### src/rtl/sm4_core_pkg.sv
// Package: shared widths, state type and the byte-level arithmetic used by
// the SM4 datapath (GF(2^8) arithmetic, AES affine map, and the two
// nibble-table affine maps that move bytes between the two field bases).
// Assumes: AES field polynomial x^8+x^4+x^3+x+1.
package sm4_core_pkg;

    localparam int WORD_W  = 32;
    localparam int BLOCK_W = 4 * WORD_W;
    localparam int BYTE_W  = 8;
    localparam int BYTES_PER_WORD = WORD_W / BYTE_W;

    typedef logic [WORD_W-1:0] word_t;
    typedef logic [BYTE_W-1:0] byte_t;

    // First-listed member lands in the most significant bits, which gives
    // big-endian word order straight from a 128-bit block.
    typedef struct packed {
        word_t w0;
        word_t w1;
        word_t w2;
        word_t w3;
    } state_t;

    // Multiply by x in the AES field.
    function automatic byte_t gf_xtime(input byte_t a);
        return {a[6:0], 1'b0} ^ (a[7] ? 8'h1B : 8'h00);
    endfunction

    // Shift-and-add multiply in the AES field.
    function automatic byte_t gf_mul(input byte_t a, input byte_t b);
        byte_t acc;
        byte_t sh;
        acc = '0;
        sh  = a;
        for (int i = 0; i < BYTE_W; i++) begin
            if (b[i]) acc = acc ^ sh;
            sh = gf_xtime(sh);
        end
        return acc;
    endfunction

    // Inverse as a^254 = product of a^(2^k) for k = 1..7; zero maps to zero.
    function automatic byte_t gf_inv(input byte_t a);
        byte_t pw;
        byte_t acc;
        pw  = a;
        acc = 8'h01;
        for (int k = 1; k < BYTE_W; k++) begin
            pw  = gf_mul(pw, pw);
            acc = gf_mul(acc, pw);
        end
        return acc;
    endfunction

    function automatic byte_t rol8(input byte_t b, input int n);
        return (b << n) | (b >> (BYTE_W - n));
    endfunction

    // AES affine output map applied after inversion.
    function automatic byte_t aes_affine(input byte_t b);
        return b ^ rol8(b, 1) ^ rol8(b, 2) ^ rol8(b, 3) ^ rol8(b, 4) ^ 8'h63;
    endfunction

    // Input-side basis change, low-nibble contribution.
    function automatic byte_t to_aes_lo(input logic [3:0] n);
        case (n)
            4'h0: return 8'h01;  4'h1: return 8'h07;
            4'h2: return 8'h72;  4'h3: return 8'h74;
            4'h4: return 8'hE4;  4'h5: return 8'hE2;
            4'h6: return 8'h97;  4'h7: return 8'h91;
            4'h8: return 8'h57;  4'h9: return 8'h51;
            4'hA: return 8'h24;  4'hB: return 8'h22;
            4'hC: return 8'hB2;  4'hD: return 8'hB4;
            4'hE: return 8'hC1;  default: return 8'hC7;
        endcase
    endfunction

    // Input-side basis change, high-nibble contribution.
    function automatic byte_t to_aes_hi(input logic [3:0] n);
        case (n)
            4'h0: return 8'h00;  4'h1: return 8'hA2;
            4'h2: return 8'h49;  4'h3: return 8'hEB;
            4'h4: return 8'h09;  4'h5: return 8'hAB;
            4'h6: return 8'h40;  4'h7: return 8'hE2;
            4'h8: return 8'h12;  4'h9: return 8'hB0;
            4'hA: return 8'h5B;  4'hB: return 8'hF9;
            4'hC: return 8'h1B;  4'hD: return 8'hB9;
            4'hE: return 8'h52;  default: return 8'hF0;
        endcase
    endfunction

    // Output-side basis change, low-nibble contribution.
    function automatic byte_t from_aes_lo(input logic [3:0] n);
        case (n)
            4'h0: return 8'h34;  4'h1: return 8'h08;
            4'h2: return 8'h9D;  4'h3: return 8'hA1;
            4'h4: return 8'hCE;  4'h5: return 8'hF2;
            4'h6: return 8'h67;  4'h7: return 8'h5B;
            4'h8: return 8'h82;  4'h9: return 8'hBE;
            4'hA: return 8'h2B;  4'hB: return 8'h17;
            4'hC: return 8'h78;  4'hD: return 8'h44;
            4'hE: return 8'hD1;  default: return 8'hED;
        endcase
    endfunction

    // Output-side basis change, high-nibble contribution.
    function automatic byte_t from_aes_hi(input logic [3:0] n);
        case (n)
            4'h0: return 8'h00;  4'h1: return 8'hDC;
            4'h2: return 8'hAF;  4'h3: return 8'h73;
            4'h4: return 8'hDD;  4'h5: return 8'h01;
            4'h6: return 8'h72;  4'h7: return 8'hAE;
            4'h8: return 8'hBF;  4'h9: return 8'h63;
            4'hA: return 8'h10;  4'hB: return 8'hCC;
            4'hC: return 8'h62;  4'hD: return 8'hBE;
            4'hE: return 8'hCD;  default: return 8'h11;
        endcase
    endfunction

endpackage

### src/rtl/sm4_aes_sbox.sv
// AES forward S-box, computed rather than stored: field inverse followed by
// the AES affine map. Purely combinational.
// Assumes: caller registers around it as timing requires.
module sm4_aes_sbox
    import sm4_core_pkg::*;
(
    input  logic [BYTE_W-1:0] din,
    output logic [BYTE_W-1:0] dout
);

    byte_t inv_b;

    // Field inverse, then affine map.
    always_comb begin
        inv_b = gf_inv(din);
        dout  = aes_affine(inv_b);
    end

endmodule

### src/rtl/sm4_byte_sub.sv
// One SM4 byte substitution: input basis change (two nibble lookups XORed),
// AES forward S-box, output basis change (two nibble lookups XORed).
// Assumes: combinational use inside a single round cycle.
module sm4_byte_sub
    import sm4_core_pkg::*;
(
    input  logic [BYTE_W-1:0] din,
    output logic [BYTE_W-1:0] dout
);

    byte_t in_mapped;
    byte_t aes_out;

    // Move the byte into the AES field basis.
    always_comb begin
        in_mapped = to_aes_lo(din[3:0]) ^ to_aes_hi(din[7:4]);
    end

    sm4_aes_sbox u_aes (
        .din  (in_mapped),
        .dout (aes_out)
    );

    // Move the substituted byte back to the SM4 basis.
    always_comb begin
        dout = from_aes_lo(aes_out[3:0]) ^ from_aes_hi(aes_out[7:4]);
    end

endmodule

### src/rtl/sm4_round_fn.sv
// Combinational SM4 round: mixes three state words with the round key,
// substitutes each byte, applies the linear diffusion map and folds the
// result into the first word. Returns the shifted next state.
// Assumes: one instance evaluated per clock by the iterating controller.
module sm4_round_fn
    import sm4_core_pkg::*;
(
    input  state_t              cur,
    input  logic [WORD_W-1:0]   rkey,
    output state_t              nxt
);

    word_t mix_w;
    word_t sub_w;
    word_t lin_w;

    // Key and word mixing ahead of substitution.
    always_comb begin
        mix_w = cur.w1 ^ cur.w2 ^ cur.w3 ^ rkey;
    end

    for (genvar g = 0; g < BYTES_PER_WORD; g++) begin : g_sub
        sm4_byte_sub u_sub (
            .din  (mix_w[g*BYTE_W +: BYTE_W]),
            .dout (sub_w[g*BYTE_W +: BYTE_W])
        );
    end

    // Linear diffusion over the substituted word.
    always_comb begin
        lin_w = sub_w
              ^ {sub_w[WORD_W-3:0],  sub_w[WORD_W-1:WORD_W-2]}
              ^ {sub_w[WORD_W-11:0], sub_w[WORD_W-1:WORD_W-10]}
              ^ {sub_w[WORD_W-19:0], sub_w[WORD_W-1:WORD_W-18]}
              ^ {sub_w[WORD_W-25:0], sub_w[WORD_W-1:WORD_W-24]};
    end

    // Word roles rotate; the new word enters last.
    always_comb begin
        nxt.w0 = cur.w1;
        nxt.w1 = cur.w2;
        nxt.w2 = cur.w3;
        nxt.w3 = cur.w0 ^ lin_w;
    end

endmodule

### src/rtl/sm4_iter_core.sv
// SM4 iterated core: captures a block on start, performs NUM_ROUNDS rounds
// one per clock while requesting round keys by index, then registers the
// word-reversed result and pulses done for one cycle.
// Assumes: rk_data answers rk_idx combinationally in the same cycle;
// start while busy is dropped.
module sm4_iter_core
    import sm4_core_pkg::*;
#(
    parameter  int NUM_ROUNDS = 32,
    localparam int RW = (NUM_ROUNDS > 1) ? $clog2(NUM_ROUNDS) : 1
) (
    input  logic               clk,
    input  logic               rst_n,
    input  logic               start,
    input  logic [BLOCK_W-1:0] block_in,
    input  logic [WORD_W-1:0]  rk_data,
    output logic [RW-1:0]      rk_idx,
    output logic               busy,
    output logic               done,
    output logic [BLOCK_W-1:0] block_out
);

    localparam logic [RW-1:0] LAST_IDX = RW'(NUM_ROUNDS - 1);

    state_t        st_q;
    state_t        st_nxt;
    logic [RW-1:0] rnd_q;
    logic          busy_q;
    logic          done_q;
    logic [BLOCK_W-1:0] out_q;
    logic          accept;
    logic          finish;

    assign accept = start && !busy_q;
    assign finish = busy_q && (rnd_q == LAST_IDX);

    sm4_round_fn u_round (
        .cur  (st_q),
        .rkey (rk_data),
        .nxt  (st_nxt)
    );

    // Running flag: set on an accepted start, cleared after the last round.
    always_ff @(posedge clk) begin
        if (!rst_n)       busy_q <= 1'b0;
        else if (accept)  busy_q <= 1'b1;
        else if (finish)  busy_q <= 1'b0;
    end

    // Round counter, doubles as the key index.
    always_ff @(posedge clk) begin
        if (!rst_n)                rnd_q <= '0;
        else if (accept || finish) rnd_q <= '0;
        else if (busy_q)           rnd_q <= rnd_q + 1'b1;
    end

    // State words: load on start, advance one round per busy cycle.
    always_ff @(posedge clk) begin
        if (!rst_n)      st_q <= '0;
        else if (accept) st_q <= state_t'(block_in);
        else if (busy_q) st_q <= st_nxt;
    end

    // Completion strobe, one cycle wide.
    always_ff @(posedge clk) begin
        if (!rst_n) done_q <= 1'b0;
        else        done_q <= finish;
    end

    // Result register: reversed word order, updated only at completion.
    always_ff @(posedge clk) begin
        if (!rst_n)      out_q <= '0;
        else if (finish) out_q <= {st_nxt.w3, st_nxt.w2, st_nxt.w1, st_nxt.w0};
    end

    assign rk_idx    = rnd_q;
    assign busy      = busy_q;
    assign done      = done_q;
    assign block_out = out_q;

endmodule

### config.mk
export PLATFORM = sky130hd
export DESIGN_NAME = sm4_iter_core
export DESIGN_NICKNAME = d
export VERILOG_FILES = /design/src/rtl/sm4_core_pkg.sv /design/src/rtl/sm4_aes_sbox.sv /design/src/rtl/sm4_byte_sub.sv /design/src/rtl/sm4_round_fn.sv /design/src/rtl/sm4_iter_core.sv
export SDC_FILE = /design/constraint.sdc
export NUM_CORES = 2
export LEC_CHECK = 0
export BUFFER_PORTS_ARGS = -buffer_cell sky130_fd_sc_hd__buf_2
export CORE_MARGIN = 1
export CORE_UTILIZATION = 30
export CTS_CLUSTER_SIZE = 16
export DETAILED_ROUTE_END_ITERATION = 10
export PLACE_DENSITY = 0.55
export SYNTH_ARGS = -nofsm -noshare
export SYNTH_HDL_FRONTEND = slang
export SYNTH_SLANG_ARGS = --single-unit
### constraint.sdc
create_clock -name clk -period 22.3 [get_ports clk]
set_input_delay 2.23 -clock clk [delete_from_list [all_inputs] [get_ports clk]]
set_output_delay 2.23 -clock clk [all_outputs]
set_load 0.02 [all_outputs]
**After elaboration in Yosys (flattened, before gate mapping)**

Memory sizes are Yosys's and may differ from the RTL's.
Index checks and enable logic that the tools add are counted.

- Memories: 16
- Logic and storage cells: 1658
- Register bits: 263
- Bits of input ports: 163
- ROM bits: 1920

- $add $sub $neg: 1
- Reductions and logical operators: 7
- Muxes and demuxes: 816
- Equal/unequal tests: 1
- Bitwise gates (word level): 809

Memories:

| name | depth | width | read ports | clocked after Yosys merged registers in | wr ports | RTL line | source |
|---|---|---|---|---|---|---|---|
| (name not given) | 16 | 8 | 1 | 0 | 0 | sm4_core_pkg.sv:94 | `case (n)` |
| (name not given) | 16 | 8 | 1 | 0 | 0 | sm4_core_pkg.sv:108 | `case (n)` |
| (name not given) | 16 | 8 | 1 | 0 | 0 | sm4_core_pkg.sv:94 |  |
| (name not given) | 16 | 8 | 1 | 0 | 0 | sm4_core_pkg.sv:108 |  |
| (name not given) | 16 | 8 | 1 | 0 | 0 | sm4_core_pkg.sv:94 |  |
| (name not given) | 16 | 8 | 1 | 0 | 0 | sm4_core_pkg.sv:108 |  |
| +10 memories | n/a | n/a | n/a | n/a | n/a | n/a |  |

Operators by type and width:

| operator | number |
|---|---|
| 8-bit bitwise XOR | 752 |
| 8-bit two-way mux | 420 |
| 5-bit two-way mux | 368 |
| 128-bit two-way mux | 2 |
| 32-bit bitwise XOR | 8 |
| 8-bit by 1-bit bitwise OR with 8-bit output | 4 |
| 8-bit by 2-bit bitwise OR with 8-bit output | 4 |
| 8-bit by 3-bit bitwise OR with 8-bit output | 4 |
| 8-bit by 4-bit bitwise OR with 8-bit output | 4 |
| 7-bit two-way mux | 4 |
| 1-bit NOT (first input constant) | 28 |
| 6-bit two-way mux | 4 |
| 4-bit two-way mux | 4 |
| 4-bit NOT | 4 |
| 3-bit two-way mux | 4 |
| 2-bit two-way mux | 4 |
| 1-bit two-way mux | 6 |
| 5-bit by 1-bit adder with 5-bit output (second input constant) | 1 |
| 5-bit equality test (second input constant) | 1 |
| 2-bit nonzero test | 2 |
| 1-bit logical AND | 2 |
| 2-bit OR reduction | 1 |
| 1-bit zero test | 1 |
| 1-bit logical OR | 1 |
| 1-bit NOT | 1 |

**Longest topological paths before layout**

An unclocked memory read counts as a cell.

- Word-level depth: 147
- Depth in mapped cells: 84

**Hierarchy**

Synthesis repeated with hierarchy kept, for this count alone.

- Cells, all modules: 9269
- Area, all modules: 75964.1 um2

Modules (own cells, without submodules):

| module | area each (um2) | sequential area each (um2) | times used | cells each |
|---|---|---|---|---|
| sm4_aes_sbox | 15220.8 | 0.0 | 4 | 1942 |
| sm4_iter_core | 10426.2 | 5265.0 | 1 | 1019 |
| sm4_round_fn | 2925.3 | 0.0 | 1 | 288 |
| sm4_byte_sub at u_round.g_sub[2].u_sub ... | 426.7 | 0.0 | 2 | 47 |
| sm4_byte_sub at u_round.g_sub[0].u_sub | 452.9 | 0.0 | 1 | 52 |
| sm4_byte_sub at u_round.g_sub[1].u_sub | 422.9 | 0.0 | 1 | 48 |

**Worst setup path before layout**

OpenSTA, ideal clock, no wires.

- Path kind: input -> register
- From: input port rk_data[21]
- To: register out_q[112], in the netlist block_out[112]
- Path slack: 2.111 ns
- Arrival time: 20.072 ns
- Stages: 72
- Path buffers: 7
- Data required time: 22.183 ns
- Setup time: 0.117 ns
- Path through: xnor2_1 > xnor2_2 > xnor2_1 > inv_1 > clkbuf_1 > ha_1 > clkbuf_1 > inv_1 > ha_1 > clkbuf_1 > xnor2_1 > o21a_1 > a211o_1 > a211o_1 > and2_1 > xnor2_2 > inv_1 > clkbuf_1 > [36 not listed] > xnor2_4 > mux2i_1 > xnor2_1 > o21ai_1 > xnor2_1 > xnor2_1 > xor2_1 > xnor2_1 > xor2_1 > inv_1 > ha_1 > nor2_1 > xor2_1 > xnor2_1 > xor2_1 > xor2_1 > xnor3_1 > a22o_1

- Cells in the longest elaborated chain, start to end: 140
- Elaborated cells on any way between the ends: 405
- Those cells by class: mux (203); bitwise (199); memory (3)

RTL lines:

| element | RTL line | source |
|---|---|---|
| start: declaration | sm4_iter_core.sv:16 | `input logic [WORD_W-1:0] rk_data,` |
| 32-bit bitwise XOR (*) | sm4_round_fn.sv:19 | `mix_w = cur.w1 ^ cur.w2 ^ cur.w3 ^ rkey;` |
| memory read 16 x 7 bit (*) | n/a |  |
| 8-bit bitwise XOR (*) | sm4_byte_sub.sv:16 | `in_mapped = to_aes_lo(din[3:0]) ^ to_aes_hi(din[7:4]);` |
| 5-bit two-way mux, or another cell as far along | sm4_core_pkg.sv:26 | `return {a[6:0], 1'b0} ^ (a[7] ? 8'h1B : 8'h00);` |
| 8-bit bitwise XOR, on equally long branches | sm4_core_pkg.sv:26, sm4_core_pkg.sv:36 |  |
| 8-bit bitwise XOR / 8-bit two-way mux (equally long branches) | sm4_core_pkg.sv:36 | `if (b[i]) acc = acc ^ sh;` |
| 8-bit two-way mux / 8-bit bitwise XOR (equally long branches) | sm4_core_pkg.sv:36 |  |
| 8-bit bitwise XOR / 8-bit two-way mux (equally long branches) | sm4_core_pkg.sv:36 |  |
| [124 not listed] | n/a |  |
| 4-bit NOT (no source line) | n/a |  |
| memory read 16 x 8 bit, on equally long branches | n/a |  |
| 8-bit bitwise XOR (*) | sm4_byte_sub.sv:26 | `dout = from_aes_lo(aes_out[3:0]) ^ from_aes_hi(aes_out[7:4]);` |
| 32-bit bitwise XOR (*) | sm4_round_fn.sv:32 | `^ {sub_w[WORD_W-3:0], sub_w[WORD_W-1:WORD_W-2]}` |
| 32-bit bitwise XOR (*) | sm4_round_fn.sv:33 | `^ {sub_w[WORD_W-11:0], sub_w[WORD_W-1:WORD_W-10]}` |
| 32-bit bitwise XOR (*) | sm4_round_fn.sv:34 | `^ {sub_w[WORD_W-19:0], sub_w[WORD_W-1:WORD_W-18]}` |
| 32-bit bitwise XOR (*) | sm4_round_fn.sv:35 | `^ {sub_w[WORD_W-25:0], sub_w[WORD_W-1:WORD_W-24]};` |
| 32-bit bitwise XOR (*) | sm4_round_fn.sv:43 | `nxt.w3 = cur.w0 ^ lin_w;` |
| end signal: assignment | sm4_iter_core.sv:73 | `else if (finish) out_q <= {st_nxt.w3, st_nxt.w2, st_nxt.w1, st_nxt.w0};` |
| end: declaration | sm4_iter_core.sv:30 | `logic [BLOCK_W-1:0] out_q;` |

Every way passes the cells marked *; elsewhere a longest branch is shown, timed or not.
A chain may end at the register's enable or synchronous reset.

**Worst setup path after layout**

- From: input port rk_data[6]
- To: register st_q[29] in the netlist's numbering

- Cells in the longest elaborated chain, start to end: 139
- Elaborated cells on any way between the ends: 404
- Those cells by class: mux (205); bitwise (196); memory (3)

RTL lines:

| element | RTL line | source |
|---|---|---|
| 32-bit bitwise XOR (*) | sm4_round_fn.sv:19 |  |
| memory read 16 x 7 bit (*) | n/a |  |
| 8-bit bitwise XOR (*) | sm4_byte_sub.sv:16 |  |
| 5-bit two-way mux, or another cell as far along | sm4_core_pkg.sv:26 |  |
| 8-bit bitwise XOR, on equally long branches | sm4_core_pkg.sv:26, sm4_core_pkg.sv:36 |  |
| 8-bit bitwise XOR / 8-bit two-way mux (equally long branches) | sm4_core_pkg.sv:36 |  |
| 8-bit two-way mux / 8-bit bitwise XOR (equally long branches) | sm4_core_pkg.sv:36 |  |
| 8-bit bitwise XOR / 8-bit two-way mux (equally long branches) | sm4_core_pkg.sv:36 |  |
| [123 not listed] | n/a |  |
| 8-bit bitwise XOR (*) | sm4_core_pkg.sv:61 | `return b ^ rol8(b, 1) ^ rol8(b, 2) ^ rol8(b, 3) ^ rol8(b, 4) ^ 8'h63;` |
| 4-bit NOT (no source line) | n/a |  |
| memory read 16 x 8 bit, on equally long branches | n/a |  |
| 8-bit bitwise XOR (*) | sm4_byte_sub.sv:26 |  |
| 32-bit bitwise XOR (*) | sm4_round_fn.sv:35 |  |
| 32-bit bitwise XOR (*) | sm4_round_fn.sv:43 |  |
| 128-bit two-way mux (*) | sm4_iter_core.sv:61 | `else if (busy_q) st_q <= st_nxt;` |
| 128-bit two-way mux (*) | sm4_iter_core.sv:60 | `else if (accept) st_q <= state_t'(block_in);` |
| end signal: assignment | sm4_iter_core.sv:60 |  |
| end signal: assignment | sm4_iter_core.sv:61 |  |
| end: declaration | sm4_iter_core.sv:25 | `state_t st_q;` |

Every way passes the cells marked *; elsewhere a longest branch is shown, timed or not. The select of a mux whose other input is x is not followed.

==> run_results.csv <==
group,metric,value,unit
status,status,"finished clean",
detailed_routing,wirelength,242,mm
clocking,worstSkewPairLatency,610,ps
layout,final_common_cell,"xnor2_1",
yosys,syn_area,0.0715,sq mm
worst_setup_path,crit_type,"in -> reg",
layout,nNetsFinal,9496,
die,placeableCoreArea,0.236,sq mm
placement,dp_hpwl,185,mm
worst_setup_path,end_kind,"flop",
detailed_routing,ant_nets,0,
yosys,synth_flop_cell,"dfxtp_1",
detailed_routing,dr.pass1.iters,6,
clocking,hold_buffers,0,
worst_setup_path,cp-start-kind,"input port",
layout,final_util,33.3,%
die,ios,298,
worst_setup_path,cp_slowest_stage_delay,780,ps
clocking,cts_tree,"built",
yosys,synth_warnings,0,
clocking,numCtsBuffers,35,
worst_hold_path,min_path_type,"reg -> reg",
yosys,ys_seq_area_share,7.36,%
sta,fin_crit_sh,95.0,%
global_routing,grt_max_degree,156,
yosys,synth_edf_count,0,
clocking,cts.htree.levels,2,
yosys,synth_cells,9151,
worst_setup_path,crit_slowest_cell,"xnor2_2",
clocking,cts-root-buf,"clkbuf_16",
global_routing,grt_overflow,0,
detailed_routing,drtIter0Drc,5738,
placement,place.port_buffers,297,
clocking,clock_sinks,263,
die,dieArea,0.240,sq mm
sta,maxSlewHeadroom,15.3,%
global_routing,grt_pass1_wl,377,mm
worst_setup_path,arrival,21720,ps
layout,drive_gt1_share,13.0,%
die,fp.dieW,490,um
yosys,syn_avg_cell_area,7.82,sq um
sta,min_period,21190,ps
clocking,post-cts-setup-buffers,0,
detailed_routing,wl_per_cell,19.4,um
sta,fin_ws,1110,ps
placement,gp_congestion,0.922,
worst_setup_path,critPathRequiredTime,22830,ps
die,rows,178,
placement,place_ws,-297,ps
sta,setup_viol,0,
detailed_routing,viasPerCell,5.25,
sta,worst_pin_slew,1260,ps
clocking,path_clk_slew,50,ps
yosys,async_flop_share,0,%
yosys,ys_ff_latch,263,
clocking,cts_buffer_depth,3,
sta,hold-worst-slack,472,ps
global_routing,grt_pass1_vias,62700,
layout,area_growth,9.86,%
job,drv_cap,0,
detailed_routing,routed-via-count,65500,
sta,max_freq,0.0472,GHz
sta,hold_violations,0,
yosys,synth_cell_type_count,141,
layout,most-common-layout-cells,"xnor2_1, nor2_1, nand2_1",
sta,slew_viol_final,0,
global_routing,antenna_found_initial,12,
yosys,syn_nets,9356,
global_routing,grt_usage,19.2,%
worst_setup_path,crit_path_max_fanout,22,
sta,fin_skew,36.9,ps
die,die_h,490,um
detailed_routing,drcViolationCount,0,
die,floorplan.initialDensity,30.3,%
[worst max-delay path: cells and delay by family]
| kind | cells | cell delay [ps] |
|---|---|---|
| xor gates and xnor gates | 37 | 13690 |
| AOI/OAI and AO/OA | 4 | 1070 |
| buffers and inverters | 6 | 1000 |
| muxes | 1 | 150 |
| and+or+nand+nor | 10 | 2020 |
| adders and majority gates | 3 | 1490 |
[cell usage after synthesis, types with 27 or more instances]
library cell | count | area, sq um
a22oi_1 | 69 | 518
a21o_1 | 28 | 210
xnor3_1 | 304 | 6850
xnor2_1 | 1829 | 16000
nor2b_1 | 78 | 488
a22o_1 | 140 | 1230
mux2i_1 | 367 | 3670
o211ai_1 | 58 | 435
xnor2_4 | 29 | 798
inv_1 | 96 | 360
a31oi_1 | 59 | 369
o31ai_1 | 28 | 210
buf_6 | 32 | 360
xnor2_2 | 130 | 2110
or3_1 | 55 | 344
a211oi_1 | 70 | 526
nor2_1 | 1187 | 4460
o21ai_1 | 42 | 210
mux2_2 | 51 | 574
xor2_2 | 44 | 716
dfxtp_1 | 263 | 5270
o21ai_0 | 435 | 2180
clkbuf_1 | 321 | 1200
and2_1 | 159 | 995
ha_1 | 42 | 526
o22ai_1 | 100 | 626
nand2b_1 | 63 | 394
xor2_1 | 489 | 4280
nand3_1 | 192 | 961
nand2_1 | 836 | 3140
and3_1 | 46 | 288
xnor3_2 | 37 | 880
o221ai_1 | 28 | 245
buf_2 | 121 | 606
a21oi_1 | 464 | 2320
o21a_1 | 28 | 210
nor3b_1 | 28 | 210
or2_2 | 28 | 175
buf_4 | 60 | 450
nand4_1 | 27 | 169
buf_1 | 34 | 128
nor3_1 | 188 | 941
[final cells by class]
cell class	instances	area, sq um
Multi-Input combinational cell	8183	63300
Inverter	123	462
Fill cell	25000	157000
Antenna cell	8	20.0
Clock inverter	14	195
Tap cell	3150	3940
Timing Repair Buffer	685	4420
Sequential cell	263	5270
Clock buffer	47	961
[flip-flops by register name, summed over array words and instances (netlist names)]
signal / cells
busy: 1
st_q: 128
done: 1
block_out: 128
rk_idx: 5
[kinds of logic after synthesis]
kind of cell | after synthesis | share of synthesized area, %
flip-flops | 263 | 7.36
AO/OA/AOI/OAI | 1832 | 16.8
adder cells (fa/ha/maj) | 45 | 0.777
multiplexers | 431 | 6.24
AND/OR/NAND/NOR | 2972 | 18.5
XOR/XNOR | 2903 | 45.7
buffers and inverters | 705 | 4.65
[through the flow]
stage | area, sq um | TNS [ps] | cells
3_3_place_gp | 77300 | -209 | 12400
4_1_cts | 78400 | 0 | 12500
3_5_place_dp | 77300 | -1020 | 12400
2_1_floorplan | 71500 | 0 | 9151
5_1_grt | 78600 | -5.99 | 12500
6_report | 78600 | 0 | 12500
[worst paths after layout]
| kind | startpoint | endpoint | slack (ps) | cells past startpoint |
|---|---|---|---|---|
| worst min-delay path | block_out[18]$_SDFFE_PN0P_ | block_out[18]$_SDFFE_PN0P_ | 470 | 1 |
| worst max-delay path | rk_data[6] | st_q[29]$_SDFFE_PN0P_ | 1110 | 61 |
| worst max register to register | st_q[25]$_SDFFE_PN0P_ | st_q[26]$_SDFFE_PN0P_ | 2250 | 61 |
| worst min register to register | block_out[18]$_SDFFE_PN0P_ | block_out[18]$_SDFFE_PN0P_ | 470 | 1 |
[metal layers]
layer	vias to the layer above	GRT usage, %	part of all wire, %
met1	31500	25.5	44
met2	2054	32.7	48
met3	304	1.35	4.7
li1	31600	-	-
met5	-	0	0.0054
met4	2	6.40	3.5
[repair_timing]
action / in CTS / in global routing
endpoints found under the setup margin: 0 / 62
hold endpoints to repair: 0 / 0
gates resized for setup: 0 / 20
Power is left out: the tool's default activity adds up to more than one toggle a clock period on the data nets, which glitch-free logic cannot reach.
